**src/rtl/fpx_pkg.sv**
```systemverilog
package fpx_pkg;
  localparam int FLAG_W   = 5;
  localparam int CEXC_LSB = 0;
  localparam int ACCR_LSB = CEXC_LSB + FLAG_W;
  localparam int TT_LSB   = 14;
  localparam int TT_W     = 3;
  localparam int TEM_LSB  = 23;
  localparam int MIN_REG_W = TEM_LSB + FLAG_W;
  localparam logic [TT_W-1:0] TT_IEEE = 3'b001;

  // bit order of the raw flag vector, msb first
  typedef struct packed {
    logic nv;
    logic of;
    logic uf;
    logic dz;
    logic nx;
  } raw_flags_t;

  function automatic logic [FLAG_W-1:0] to_cexc(raw_flags_t f);
    logic [FLAG_W-1:0] c;
    c    = '0;
    c[4] = f.nv;
    c[3] = f.of;
    c[2] = f.uf;
    c[1] = f.dz;
    c[0] = f.nx;
    return c;
  endfunction

  function automatic logic must_trap(logic [FLAG_W-1:0] cexc, logic [FLAG_W-1:0] enables);
    return |(cexc & enables);
  endfunction
endpackage

```
**src/rtl/fpx_cexc_eval.sv**
```systemverilog
module fpx_cexc_eval
  import fpx_pkg::*;
#(
  parameter int REG_W = 32
) (
  input  logic [REG_W-1:0]  fsr_q,
  input  logic              op_start,
  input  logic              op_done,
  input  logic [FLAG_W-1:0] op_flags,
  output logic [FLAG_W-1:0] cexc_nxt,
  output logic              hw_update,
  output logic              hw_raise
);
  logic [FLAG_W-1:0] cexc_base;
  logic [FLAG_W-1:0] enables;

  always_comb begin
    cexc_base = op_start ? '0 : fsr_q[CEXC_LSB +: FLAG_W];
    enables   = fsr_q[TEM_LSB +: FLAG_W];
    cexc_nxt  = cexc_base | to_cexc(raw_flags_t'(op_flags));
    hw_update = op_done && (op_flags != '0);
    hw_raise  = hw_update && must_trap(cexc_nxt, enables);
  end
endmodule

```
**src/rtl/fpx_status_reg.sv**
```systemverilog
module fpx_status_reg
  import fpx_pkg::*;
#(
  parameter int REG_W = 32
) (
  input  logic              clk,
  input  logic              rst_n,
  input  logic              sw_wr,
  input  logic [REG_W-1:0]  sw_wdata,
  input  logic              op_start,
  input  logic              hw_update,
  input  logic              hw_raise,
  input  logic [FLAG_W-1:0] cexc_nxt,
  output logic [REG_W-1:0]  fsr_q,
  output logic              trap_req
);
  localparam logic [REG_W-1:0] CEXC_MASK = REG_W'({FLAG_W{1'b1}}) << CEXC_LSB;
  localparam logic [REG_W-1:0] ACCR_MASK = REG_W'({FLAG_W{1'b1}}) << ACCR_LSB;
  localparam logic [REG_W-1:0] TT_MASK   = REG_W'({TT_W{1'b1}}) << TT_LSB;
  localparam logic [REG_W-1:0] KEEP_MASK = ~(CEXC_MASK | ACCR_MASK | TT_MASK);

  logic [REG_W-1:0] fsr_nxt;

  always_comb begin
    fsr_nxt = fsr_q;
    if (sw_wr) begin
      fsr_nxt = sw_wdata;
    end else begin
      if (op_start) begin
        fsr_nxt[CEXC_LSB +: FLAG_W] = '0;
        fsr_nxt[TT_LSB +: TT_W]     = '0;
      end
      if (hw_update) begin
        fsr_nxt[CEXC_LSB +: FLAG_W] = cexc_nxt;
        if (hw_raise)
          fsr_nxt[TT_LSB +: TT_W] = TT_IEEE;
        else
          fsr_nxt[ACCR_LSB +: FLAG_W] = fsr_q[ACCR_LSB +: FLAG_W] | cexc_nxt;
      end
    end
  end

  always_ff @(posedge clk) begin
    if (!rst_n) begin
      fsr_q    <= '0;
      trap_req <= 1'b0;
    end else begin
      fsr_q    <= fsr_nxt;
      trap_req <= hw_raise && !sw_wr;
    end
  end


  sw_wr_prio_chk: assert property (@(posedge clk) disable iff (!rst_n)
    sw_wr |=> (fsr_q == $past(sw_wdata)) && !trap_req);

  trap_code_chk: assert property (@(posedge clk) disable iff (!rst_n)
    trap_req |-> (fsr_q[TT_LSB +: TT_W] == TT_IEEE));

  accr_hold_chk: assert property (@(posedge clk) disable iff (!rst_n)
    (hw_raise && !sw_wr) |=> $stable(fsr_q[ACCR_LSB +: FLAG_W]));

  keep_bits_chk: assert property (@(posedge clk) disable iff (!rst_n)
    !sw_wr |=> (((fsr_q ^ $past(fsr_q)) & KEEP_MASK) == '0));

  start_clear_chk: assert property (@(posedge clk) disable iff (!rst_n)
    (op_start && !sw_wr && !hw_update) |=>
      (fsr_q[CEXC_LSB +: FLAG_W] == '0) && (fsr_q[TT_LSB +: TT_W] == '0));

  pulse_cause_chk: assert property (@(posedge clk) disable iff (!rst_n)
    (!hw_raise || sw_wr) |=> !trap_req);
endmodule

```
**src/rtl/fpx_status_accum.sv**
```systemverilog
module fpx_status_accum
  import fpx_pkg::*;
#(
  parameter int REG_W = 32
) (
  input  logic              clk,
  input  logic              rst_n,
  input  logic              op_start,
  input  logic              op_done,
  input  logic [FLAG_W-1:0] op_flags,
  input  logic              sw_wr,
  input  logic [REG_W-1:0]  sw_wdata,
  output logic [REG_W-1:0]  fsr_q,
  output logic              trap_req
);
  logic [FLAG_W-1:0] cexc_nxt;
  logic              hw_update;
  logic              hw_raise;

  fpx_cexc_eval #(.REG_W(REG_W)) u_eval (
    .fsr_q     (fsr_q),
    .op_start  (op_start),
    .op_done   (op_done),
    .op_flags  (op_flags),
    .cexc_nxt  (cexc_nxt),
    .hw_update (hw_update),
    .hw_raise  (hw_raise)
  );

  fpx_status_reg #(.REG_W(REG_W)) u_reg (
    .clk       (clk),
    .rst_n     (rst_n),
    .sw_wr     (sw_wr),
    .sw_wdata  (sw_wdata),
    .op_start  (op_start),
    .hw_update (hw_update),
    .hw_raise  (hw_raise),
    .cexc_nxt  (cexc_nxt),
    .fsr_q     (fsr_q),
    .trap_req  (trap_req)
  );

  initial begin

    reg_width_chk: assert (REG_W >= MIN_REG_W);
  end


  zero_flags_chk: assert property (@(posedge clk) disable iff (!rst_n)
    (op_done && (op_flags == '0) && !op_start && !sw_wr) |=> $stable(fsr_q) && !trap_req);

  flag_set_chk: assert property (@(posedge clk) disable iff (!rst_n)
    (op_done && !sw_wr) |=> ((fsr_q[CEXC_LSB +: FLAG_W] & $past(op_flags)) == $past(op_flags)));

  reset_val_chk: assert property (@(posedge clk)
    $past(!rst_n) |-> (fsr_q == '0) && !trap_req);
endmodule

```
**config.mk**
```make
export PLATFORM = sky130hd
export DESIGN_NAME = fpx_status_accum
export DESIGN_NICKNAME = d
export VERILOG_FILES = /design/src/rtl/fpx_pkg.sv /design/src/rtl/fpx_cexc_eval.sv /design/src/rtl/fpx_status_reg.sv /design/src/rtl/fpx_status_accum.sv
export SDC_FILE = /design/constraint.sdc
export NUM_CORES = 1
export LEC_CHECK = 0
export BUFFER_PORTS_ARGS = -buffer_cell sky130_fd_sc_hd__buf_4
export CORE_ASPECT_RATIO = 1.4
export CORE_MARGIN = 2
export CORE_UTILIZATION = 41
export CTS_BUF_LIST = sky130_fd_sc_hd__clkbuf_16
export CTS_CLUSTER_DIAMETER = 200
export CTS_CLUSTER_SIZE = 14
export DETAILED_ROUTE_END_ITERATION = 16
export PLACE_DENSITY = 0.85
export SETUP_SLACK_MARGIN = 0.3
export SYNTH_ARGS = -nofsm -noshare
export SYNTH_HDL_FRONTEND = slang
export SYNTH_SLANG_ARGS = --single-unit
```
**constraint.sdc**
```tcl
create_clock -name clk -period 3.75 [get_ports clk]
set_input_delay 0.375 -clock clk [delete_from_list [all_inputs] [get_ports clk]]
set_output_delay 0.375 -clock clk [all_outputs]
set_load 0.01 [all_outputs]
```
Yosys cells after proc, flatten, opt, wreduce, memory -nomap -nowiden
Index checks and enable logic that the tools add are counted.
W data, S select, Z words.
{"block": "op_classes", "n_eq_ne": 1, "n_bitwise": 3, "n_reduce_logical": 8, "muxes": 8}
{"op": "$mux W10", "n": 2}
{"op": "$mux W3", "n": 4}
{"op": "$mux W5", "n": 2}
{"op": "$or A5 B5 Y5", "n": 2}
{"op": "$and A5 B5 Y5", "n": 1}
{"op": "$reduce_bool A5 Y1", "n": 1}
{"op": "$reduce_or A5 Y1", "n": 1}
{"op": "$logic_and A1 B1 Y1", "n": 3}
{"op": "$ne A2 B2 Y1 const B", "n": 1}
{"op": "$reduce_and A2 Y1", "n": 1}
{"op": "$reduce_bool A2 Y1", "n": 1}
{"op": "$logic_not A1 Y1", "n": 1}
{"block": "word_totals", "elab_cells": 24, "inputBits": 42, "reg_bits": 33, "output_inout_bits": 33}

Logic depth before layout (Yosys ltp)
Gate-level depths: netlist of run 1.
{"block": "depth", "ltp_word": 8, "mapped_depth": 5, "depth_no_buf": 5}

Cells and area by module
A second synthesis of run 1 with hierarchy kept.
{"block": "unflattened", "cells_unflattened": 140, "area_unflattened_um2": 1405.1}
{"mod": "fpx_status_reg", "seq_area_each_um2": 660.6, "area_per_inst_um2": 1311.3, "cells_each": 126, "n_inst": 1}
{"mod": "fpx_cexc_eval", "seq_area_each_um2": 0.0, "area_per_inst_um2": 93.8, "cells_each": 14, "n_inst": 1}

Worst setup path after synthesis of run 1
OpenSTA, ideal clock, no wires.
{"block": "synth_timing", "path_type": "input to register", "startpoint": "in op_flags[1]", "endpoint": "reg u_reg.fsr_q[14]", "arrival_ns": 1.327, "path_buffers": 0, "path_slack_ns": 2.286, "t_required_ns": 3.613, "cell_stages": 4, "setup_ns": 0.137, "cell_sequence": "or4_4 o21ai_4 o21bai_2 a31oi_1"}
{"block": "synth_via", "elab_chain_len": 7, "elab_cells_between_ends": 9, "cone_classes": "mux (3); bitwise (2); reduce/logical (4)"}
{"item": "start: declaration", "line_no": "fpx_status_accum.sv:10", "rtl": "input logic [FLAG_W-1:0] op_flags,"}
{"item": "$or A5 B5 Y5", "line_no": "fpx_cexc_eval.sv:20", "rtl": "cexc_nxt = cexc_base | to_cexc(raw_flags_t'(op_flags));"}
{"item": "$and A5 B5 Y5", "line_no": "fpx_pkg.sv:32", "rtl": "return |(cexc & enables);"}
{"item": "$reduce_or A5 Y1", "line_no": "fpx_pkg.sv:32"}
{"item": "$logic_and A1 B1 Y1", "line_no": "fpx_cexc_eval.sv:22", "rtl": "hw_raise = hw_update && must_trap(cexc_nxt, enables);"}
{"item": "$mux W3", "line_no": "fpx_status_reg.sv:35", "rtl": "if (hw_raise)"}
{"item": "$mux W3 (*)", "line_no": "fpx_status_reg.sv:33", "rtl": "if (hw_update) begin"}
{"item": "$mux W3 (*)", "line_no": "fpx_status_reg.sv:26", "rtl": "if (sw_wr) begin"}
{"item": "end signal: assignment", "line_no": "fpx_status_reg.sv:48", "rtl": "fsr_q <= fsr_nxt;"}
{"item": "end: declaration", "line_no": "fpx_status_reg.sv:14", "rtl": "output logic [REG_W-1:0] fsr_q,"}
Mark *: on every way between the ends. The rest lies on a longest branch, timed or not.
A chain may end at the register's enable or synchronous reset.

Final worst setup path of run 1
Same ends and word-level chain as after synthesis.

==> results.md, run 1 <==
Clocking:
- In this run, post-CTS repair resized a total of 0 instances.
- Buffers inserted to repair hold after CTS numbered 0.
- The buffer depth of the longest clock path is 2.
- Post-CTS timing repair inserted 0 buffers for setup.
- The CTS tree is done.
- The H-tree was split into 2 levels.
- The clock-pin slew reported for the worst setup and hold paths after clock tree synthesis is 50 ps.
- The clock reaches the later pin of the worst-skew pair after 270 ps.
- The CTS buffer count is 5.
- The clock sink total is 33.
- The tree is rooted in a clkbuf_16.

GRT:
- The wire length of the first global-routing pass is 5195 um.
- Entering global routing, the biggest net connects 36 pins.
- Global routing finished with a remaining overflow of 0.
- The number of global-route vias before repair is 1207.
- The initial antenna violation count is 0.
- The overall track demand over capacity in global routing is 18.37%.

STA:
- At the pin with the least slew margin, the transition time is 453.5 ps.
- Setup slack closes at 2351 ps.
- Between clock sinks in the finished design, the worst skew comes to 5.062 ps.
- For the final routed database, the setup TNS stands at 0 ps.
- The period utilization is 37.32%.
- After layout, the minimum clock period comes to 1399 ps.
- The number of slew-limit violations in the final report came to 0.
- Timing would allow up to 714.6 MHz.
- Setup repair after global routing left no endpoint under its margin.
- Setup violations remaining at the end of the flow were counted as 0.
- The final hold violation count was 0.
- The worst pin sits at a relative slew slack of 69.73%.

Floorplanning:
- The floorplan has 24 rows.
- The count of boundary I/O pins is 75.
- The die is 53.01 um wide.
- The initial cell density of the core is 43.73%.
- The floorplan step set the die height to 72.62 um.
- The floorplan step defined a core boundary enclosing 0.003153 sq mm.
- The die outline area is 0.003849 sq mm.

Synth:
- The synthesis warning total is 0.
- Sequential elements use 47.91% of the synthesized area.
- The flip-flop and latch count after synthesis is 33.
- The synthesized netlist contains 22 unique library cells.
- The summed instance area of the synthesized netlist is 0.001379 sq mm.
- After synthesis, the mean cell area works out to 9.991 sq um.
- The number of nets in the synthesized netlist is 180.
- After technology mapping, the gate count stands at 138.

Critical path:
- The kind of capture point of the worst setup path is a flip-flop.
- The worst reg2reg path endpoint is u_reg.fsr_q[6].
- Data on the critical path is required at its endpoint by 3890 ps.
- The critical path arrival is 1530 ps.
- In this run the critical register-to-register path is launched from u_reg.fsr_q[4].
- The highest net fanout along the worst path is 6.
- The startpoint-to-endpoint class of the critical path is primary input to flip-flop.
- The worst register-to-register path has a depth of 5.
- The setup slack of the worst register-to-register path is 2360 ps.
- The worst setup path is launched from a primary input.

Routing:
- In the final routed layout, each cell accounts on average for 13.48 um.
- The detailed router finished its first iteration with 19 violations.
- After detailed routing, the number of remaining DRC violations is 0.
- Across all layers, the routed design uses 1274 vias.
- The per-cell via count in the routed design is 5.056.
- The final antenna-violating net count is 0.
- The first TritonRoute pass finished after 4 iterations.
- The total wirelength of the detailed-routed design is 3397 um.

Power and ir drop:
- The switching power as a share of total power is 21.84%.
- In this run, flip-flops and latches consume 39.5% of the power.
- The design draws 0.9811 mW.
- Combinational logic is responsible for 15.4% of the overall power.
- VDD sags by at most 0.3535 mV.
- In this run the static leakage power is 1.031 nW.
- The power per cell area is 463.4 mW/mm^2.
- The internal portion of the total power is 0.7669 mW.
- The power dissipated by switching net loads is 0.2143 mW.
- Per report_power, the clock group accounts for 45.1% of the total.

Layout:
- After filler insertion, the fill cell instance count of the layout stands at 262.
- In the layout the commonest cells are 74 x buf_4, 33 x dfxtp_1, 24 x nor2b_1.
- The fraction of final layout cells with drive strength greater than 1 is 39.44%.
- The layout overhead on the synthesized area is 53.54%.
- The antenna diode count is 0.
- The final layout contains 254 nets.
- Leaving out fill and tap cells, the most frequent cell in the layout is buf_4.

Hold path:
- The kind of path behind the tightest hold check is primary input to flip-flop.
- The worst min-delay path startpoint is sw_wdata[6].
- The destination of the worst hold path is u_reg.fsr_q[6].
- The cell depth of the worst min-delay path is 2.

Placement:
- The count of buffers added on input and output ports is 74.
- At the placement stage, the worst setup path has a slack of 2069 ps.
- The half-perimeter wire length after placement is 2497 um.
- Routability-driven placement finished with a final weighted congestion of 0.8238.

Run:
- Across the run, the number of max-cap violations was 0.

Outcome:
- The run finished with clean final reports.
-- metrics by stage --
step                      utilization (%)  instance area (sq um)  hold WS (ps)  instances
after floorplan                         -                   1379         507.2        138
after global placement              61.98                   1954         499.2        244
after detailed placement            61.98                   1954         494.9        244
after CTS                           67.14                   2117         317.8        252
after global routing                67.14                   2117         331.4        252
final                               67.14                   2117         323.6        252
-- registers in the layout, indices dropped and copies added, names as in the netlist --
register        cells
u_reg.fsr_q        32
u_reg.trap_req      1
-- worst max-delay path, cell delays in order --
cell	delay [ps]
buf_4	120
or4_4	540
o21ai_4	210
o21bai_2	190
a31oi_1	100
-- layer usage --
layer	part of all wire, %	track usage (%)	routed length, um	up-vias
li1	-	-	-	640
met1	41	21.44	1387	574
met2	51	29.72	1720	54
met3	7.3	7.377	247	6
met4	1.2	7.123	41	0
met5	0	0	0	-
-- layout make-up --
cell class | instances | area [sq um] | area share (%)
clock inverters | 3 | 37.54 | 1.773
repair buffers | 74 | 555.5 | 26.24
multi-input cells | 97 | 685.7 | 32.39
well taps | 39 | 48.80 | 2.305
clock buffers | 5 | 125.1 | 5.910
flip-flops and latches | 33 | 660.6 | 31.21
inverters | 1 | 3.754 | 0.1773
-- cells by family (layout without fill, tap and decap cells) --
logic type	count (synthesis)	count (layout)	synth area share, %
AO/OA/AOI/OAI	36	36	18.33
multiplexers	19	19	13.79
flip-flops	33	33	47.91
buffers and inverters	8	83	2.359
AND/OR/NAND/NOR	42	42	17.60
-- worst max path at each step --
stage                         startpoint              end  slack, ps  cells past startpoint
after global placement       op_flags[1]  u_reg.fsr_q[14]       2090                      5
after global routing      u_reg.fsr_q[4]   u_reg.fsr_q[7]       2260                      5
after detailed placement     op_flags[1]  u_reg.fsr_q[14]       2070                      5
after CTS                 u_reg.fsr_q[4]   u_reg.fsr_q[8]       2350                      5
final                        op_flags[1]  u_reg.fsr_q[14]       2350                      5
after floorplan              op_flags[1]  u_reg.fsr_q[14]       2290                      4
-- power by group through the flow --
| stage | Clock [mW] | Combinational, mW | Sequential (mW) |
|---|---|---|---|
| after floorplan | 0 | 0.0600 | 0.403 |
| after global placement | 0 | 0.149 | 0.394 |
| after detailed placement | 0 | 0.153 | 0.394 |
| after CTS | 0.453 | 0.153 | 0.387 |
| after global routing | 0.468 | 0.164 | 0.389 |
| final | 0.443 | 0.151 | 0.387 |
-- Yosys cell counts --
master | count | share of area [%]
o21ai_4 | 1 | 1.2
a31oi_1 | 1 | 0.45
o21ai_1 | 5 | 1.8
o21bai_2 | 1 | 0.82
nand2_1 | 1 | 0.27
nor2b_1 | 24 | 11
clkbuf_1 | 5 | 1.4
mux2i_1 | 19 | 14
nand2b_1 | 1 | 0.45
o41ai_1 | 5 | 3.2
a32o_1 | 2 | 1.5
o21ai_0 | 6 | 2.2
nor2_1 | 11 | 3.0
inv_1 | 1 | 0.27
nor3b_1 | 1 | 0.54
nand3_2 | 1 | 0.73
dfxtp_1 | 33 | 48
buf_2 | 2 | 0.73
and3_1 | 2 | 0.91
o211a_1 | 5 | 3.6
or4_4 | 1 | 0.82
a21oi_1 | 10 | 3.6
Power figures use the tool's default switching activity.
==> run 2: changes to the inputs <==
Settings changed: CORE_UTILIZATION 41 to 39.
Clock period 3.75 ns to 1.28 ns, I/O delays scaled along.
==> results.md, run 2 (synthesized netlist as in run 1, its figures left out) <==
Outcome:
- The flow ran to the end, but the final reports show violations.
- The checks that failed: setup timing.

Clocking:
- The clock-pin slew reported for the worst setup and hold paths after clock tree synthesis is 50 ps.
- The clock sink total is 33.
- No sink is reached through more buffers than the 2 on the longest clock path.
- Buffers inserted to repair hold after CTS numbered 0.
- TritonCTS built the clock tree.
- The CTS H-tree depth is 2.
- The buffer cell driving the clock tree root is clkbuf_16.
- The worst-skew pair later-pin latency is 280 ps.
- Counting the buffers created by CTS gives 5.

Layout:
- The most common cell after layout, fill and taps aside is buf_4.
- Once layout is complete, the utilization of the core stands at 71.56%.
- The register ranked first by flip-flop count is u_reg.fsr_q.
- The layout overhead on the synthesized area is 75.32%.
- The fraction of final layout cells with drive strength greater than 1 is 54.74%.
- The largest registers in the layout are u_reg.fsr_q (32), u_reg.trap_req (1).
- The antenna diode count is 0.
- The filler cell count is 267.
- In the layout the commonest cells are 85 x buf_4, 27 x dfxtp_1, 19 x mux2i_1, 19 x nor2b_1, 11 x nor2_1.
- The flip-flop count of the largest register, all copies and words added is 32.
- The final layout contains 273 nets.

Hold path:
- The kind of path behind the tightest hold check is primary input to flip-flop.

STA:
- At the pin with the least slew margin, the transition time is 494.0 ps.
- Setup repair after global routing could not meet its margin everywhere.
- Subtracting the final worst setup slack from the clock period gives 1342 ps.
- Setup violations remaining at the end of the flow were counted as 6.
- The maximum clock skew at final layout is 7.883 ps.
- The achievable clock frequency is 745.2 MHz.
- The worst slew margin relative to its limit is 67.03%.
- The post-route worst hold slack is 71.14 ps.
- The least setup slack across all paths after layout is -61.91 ps.
- The final hold violation count came to 0.
- The worst path uses 104.8% of the clock period.
- The number of slew-limit violations in the final report came to 0.

GRT:
- The fraction of met3 tracks used by global routing is 6.827%.
- The number of global-route vias before repair came to 1365.
- The overall track demand over capacity in global routing is 21.91%.
- For this run the aggregate overflow at the end of global routing stands at 0.
- The first global-routing pass estimated 6265 um of wire.
- The met2 capacity usage during global routing is 39.49%.
- The pin count of the biggest net entering global routing is 36.
- The most used routing layer is met2.
- The met1 usage in global routing is 22.35%.
- The initial antenna violation count is 0.

Critical path:
- For the worst setup path, the data arrival time is 1570 ps.
- The startpoint-to-endpoint class of the critical path is flip-flop to flip-flop.
- The worst setup path is captured at a flip-flop.
- On the worst path, the slowest cell contributes a delay of 320 ps.
- The highest-delay cell along the critical path is dfxtp_2.
- The highest net fanout along the worst path is 5.
- The worst setup path is launched from a flip-flop.
- The required time reported for the critical path endpoint is 1500 ps.
- The signal on the critical path passes through nor2b_4 > o21ai_2 > nand2_4 > buf_6 > o41ai_2 > o211a_1.

Routing:
- The per-cell via count in the routed design is 5.239.
- Summed over all layers, the routed wires come to 4258 um.
- After detailed routing, the number of remaining DRC violations is 0.
- The final antenna-violating net count is 0.
- The iteration-0 DRC count of the detailed router is 27.
- The total vias in the final route is 1425.
- The first detailed-routing pass took 4 iterations.
- In the final routed layout, each cell accounts on average for 15.65 um.

Power and ir drop:
- Summed over all cells, the static leakage comes to 1.168 nW.
- VDD sags by at most 1.147 mV.
- Power spread over the standard cell area amounts to 1178 mW/mm^2.
- The total design power is 2.847 mW.

Floorplanning:
- The die covers 0.004034 sq mm.
- The vertical die dimension is 74.36 um.
- The floorplan has 25 rows.
- The count of boundary I/O pins is 75.
- Once the floorplan was initialized, standard cells occupied 40.81% of the core.
- After floorplanning, the core was sized to cover 0.003378 sq mm.
- Measured along the x axis, the die boundary spans 54.25 um.

Placement:
- The wire-length estimate of the detail-placed layout is 2775 um.
- The congestion estimate from routability-driven global placement came to 0.7777.
- The count of buffers inserted at the top-level ports is 74.

Run:
- The tool flagged a number of max-cap violations equal to 0.
[run 2: cell count changes in the layout (fill, tap and decap cells not counted), moves of 5 or more]
cell     delta
nor2b_4     +5
o21ai_1     -5
nor2b_1     -5
o41ai_1     -5
buf_6       +8
dfxtp_2     +6
buf_4      +11
dfxtp_1     -6
[run 2: through the flow]
step	cell area (sq um)	worst slack (ps)	setup TNS, ps	std cells
final	2417	-61.91	-253.6	272
after global routing	2417	-123.6	-749.2	272
after CTS	2370	-20.17	-73.29	271
after detailed placement	2137	-196.6	-962.7	259
after global placement	2137	-144.6	-754.6	259
after floorplan	1458	35.86	0	138
[run 2: layer usage]
layer / share of wire (%) / wire length (um)
met1: 37 / 1563
met2: 55 / 2332
met3: 5.4 / 228
met4: 3.1 / 134
met5: 0 / 0
[run 2: final timing paths]
check / startpoint / end / slack (ps) / cells past startpoint
max: u_reg.fsr_q[0] / u_reg.fsr_q[5] / -60 / 6
min reg2reg: u_reg.fsr_q[12] / u_reg.fsr_q[12] / 510 / 2
min: sw_wdata[8] / u_reg.fsr_q[8] / 70 / 2
max reg2reg: u_reg.fsr_q[0] / u_reg.fsr_q[5] / -60 / 6
[run 2: power breakdown]
part	total (mW)	internal [mW]	switching [mW]
sequential	1.14	1.10	0.0393
clock	1.13	0.705	0.422
combinational	0.582	0.327	0.255
total	2.85	2.13	0.716
[run 2: what timing repair did]
| action | 4_1_cts | 5_1_grt |
|---|---|---|
| endpoints found under the setup margin | 11 | 11 |
| pin swaps | 4 | 3 |
| resized for setup | 12 | 9 |
| setup buffers | 4 | 1 |
[run 2: critical path: cells and delay by family, from the launching register on]
family | cells | cell delay, ps
DFF | 1 | 320
AOI/OAI and AO/OA | 3 | 610
and+or+nand+nor | 2 | 230
buffers and inverters | 1 | 130
[run 2: area by class of cell]
| cell class | count | area (sq um) | area share [%] |
|---|---|---|---|
| clock buffers | 5 | 125.1 | 5.176 |
| clock inverters | 3 | 13.76 | 0.5694 |
| inverters | 1 | 3.754 | 0.1553 |
| multi-input cells | 97 | 828.3 | 34.26 |
| flip-flops and latches | 33 | 668.1 | 27.64 |
| well taps | 40 | 50.05 | 2.070 |
| repair buffers | 93 | 728.2 | 30.12 |
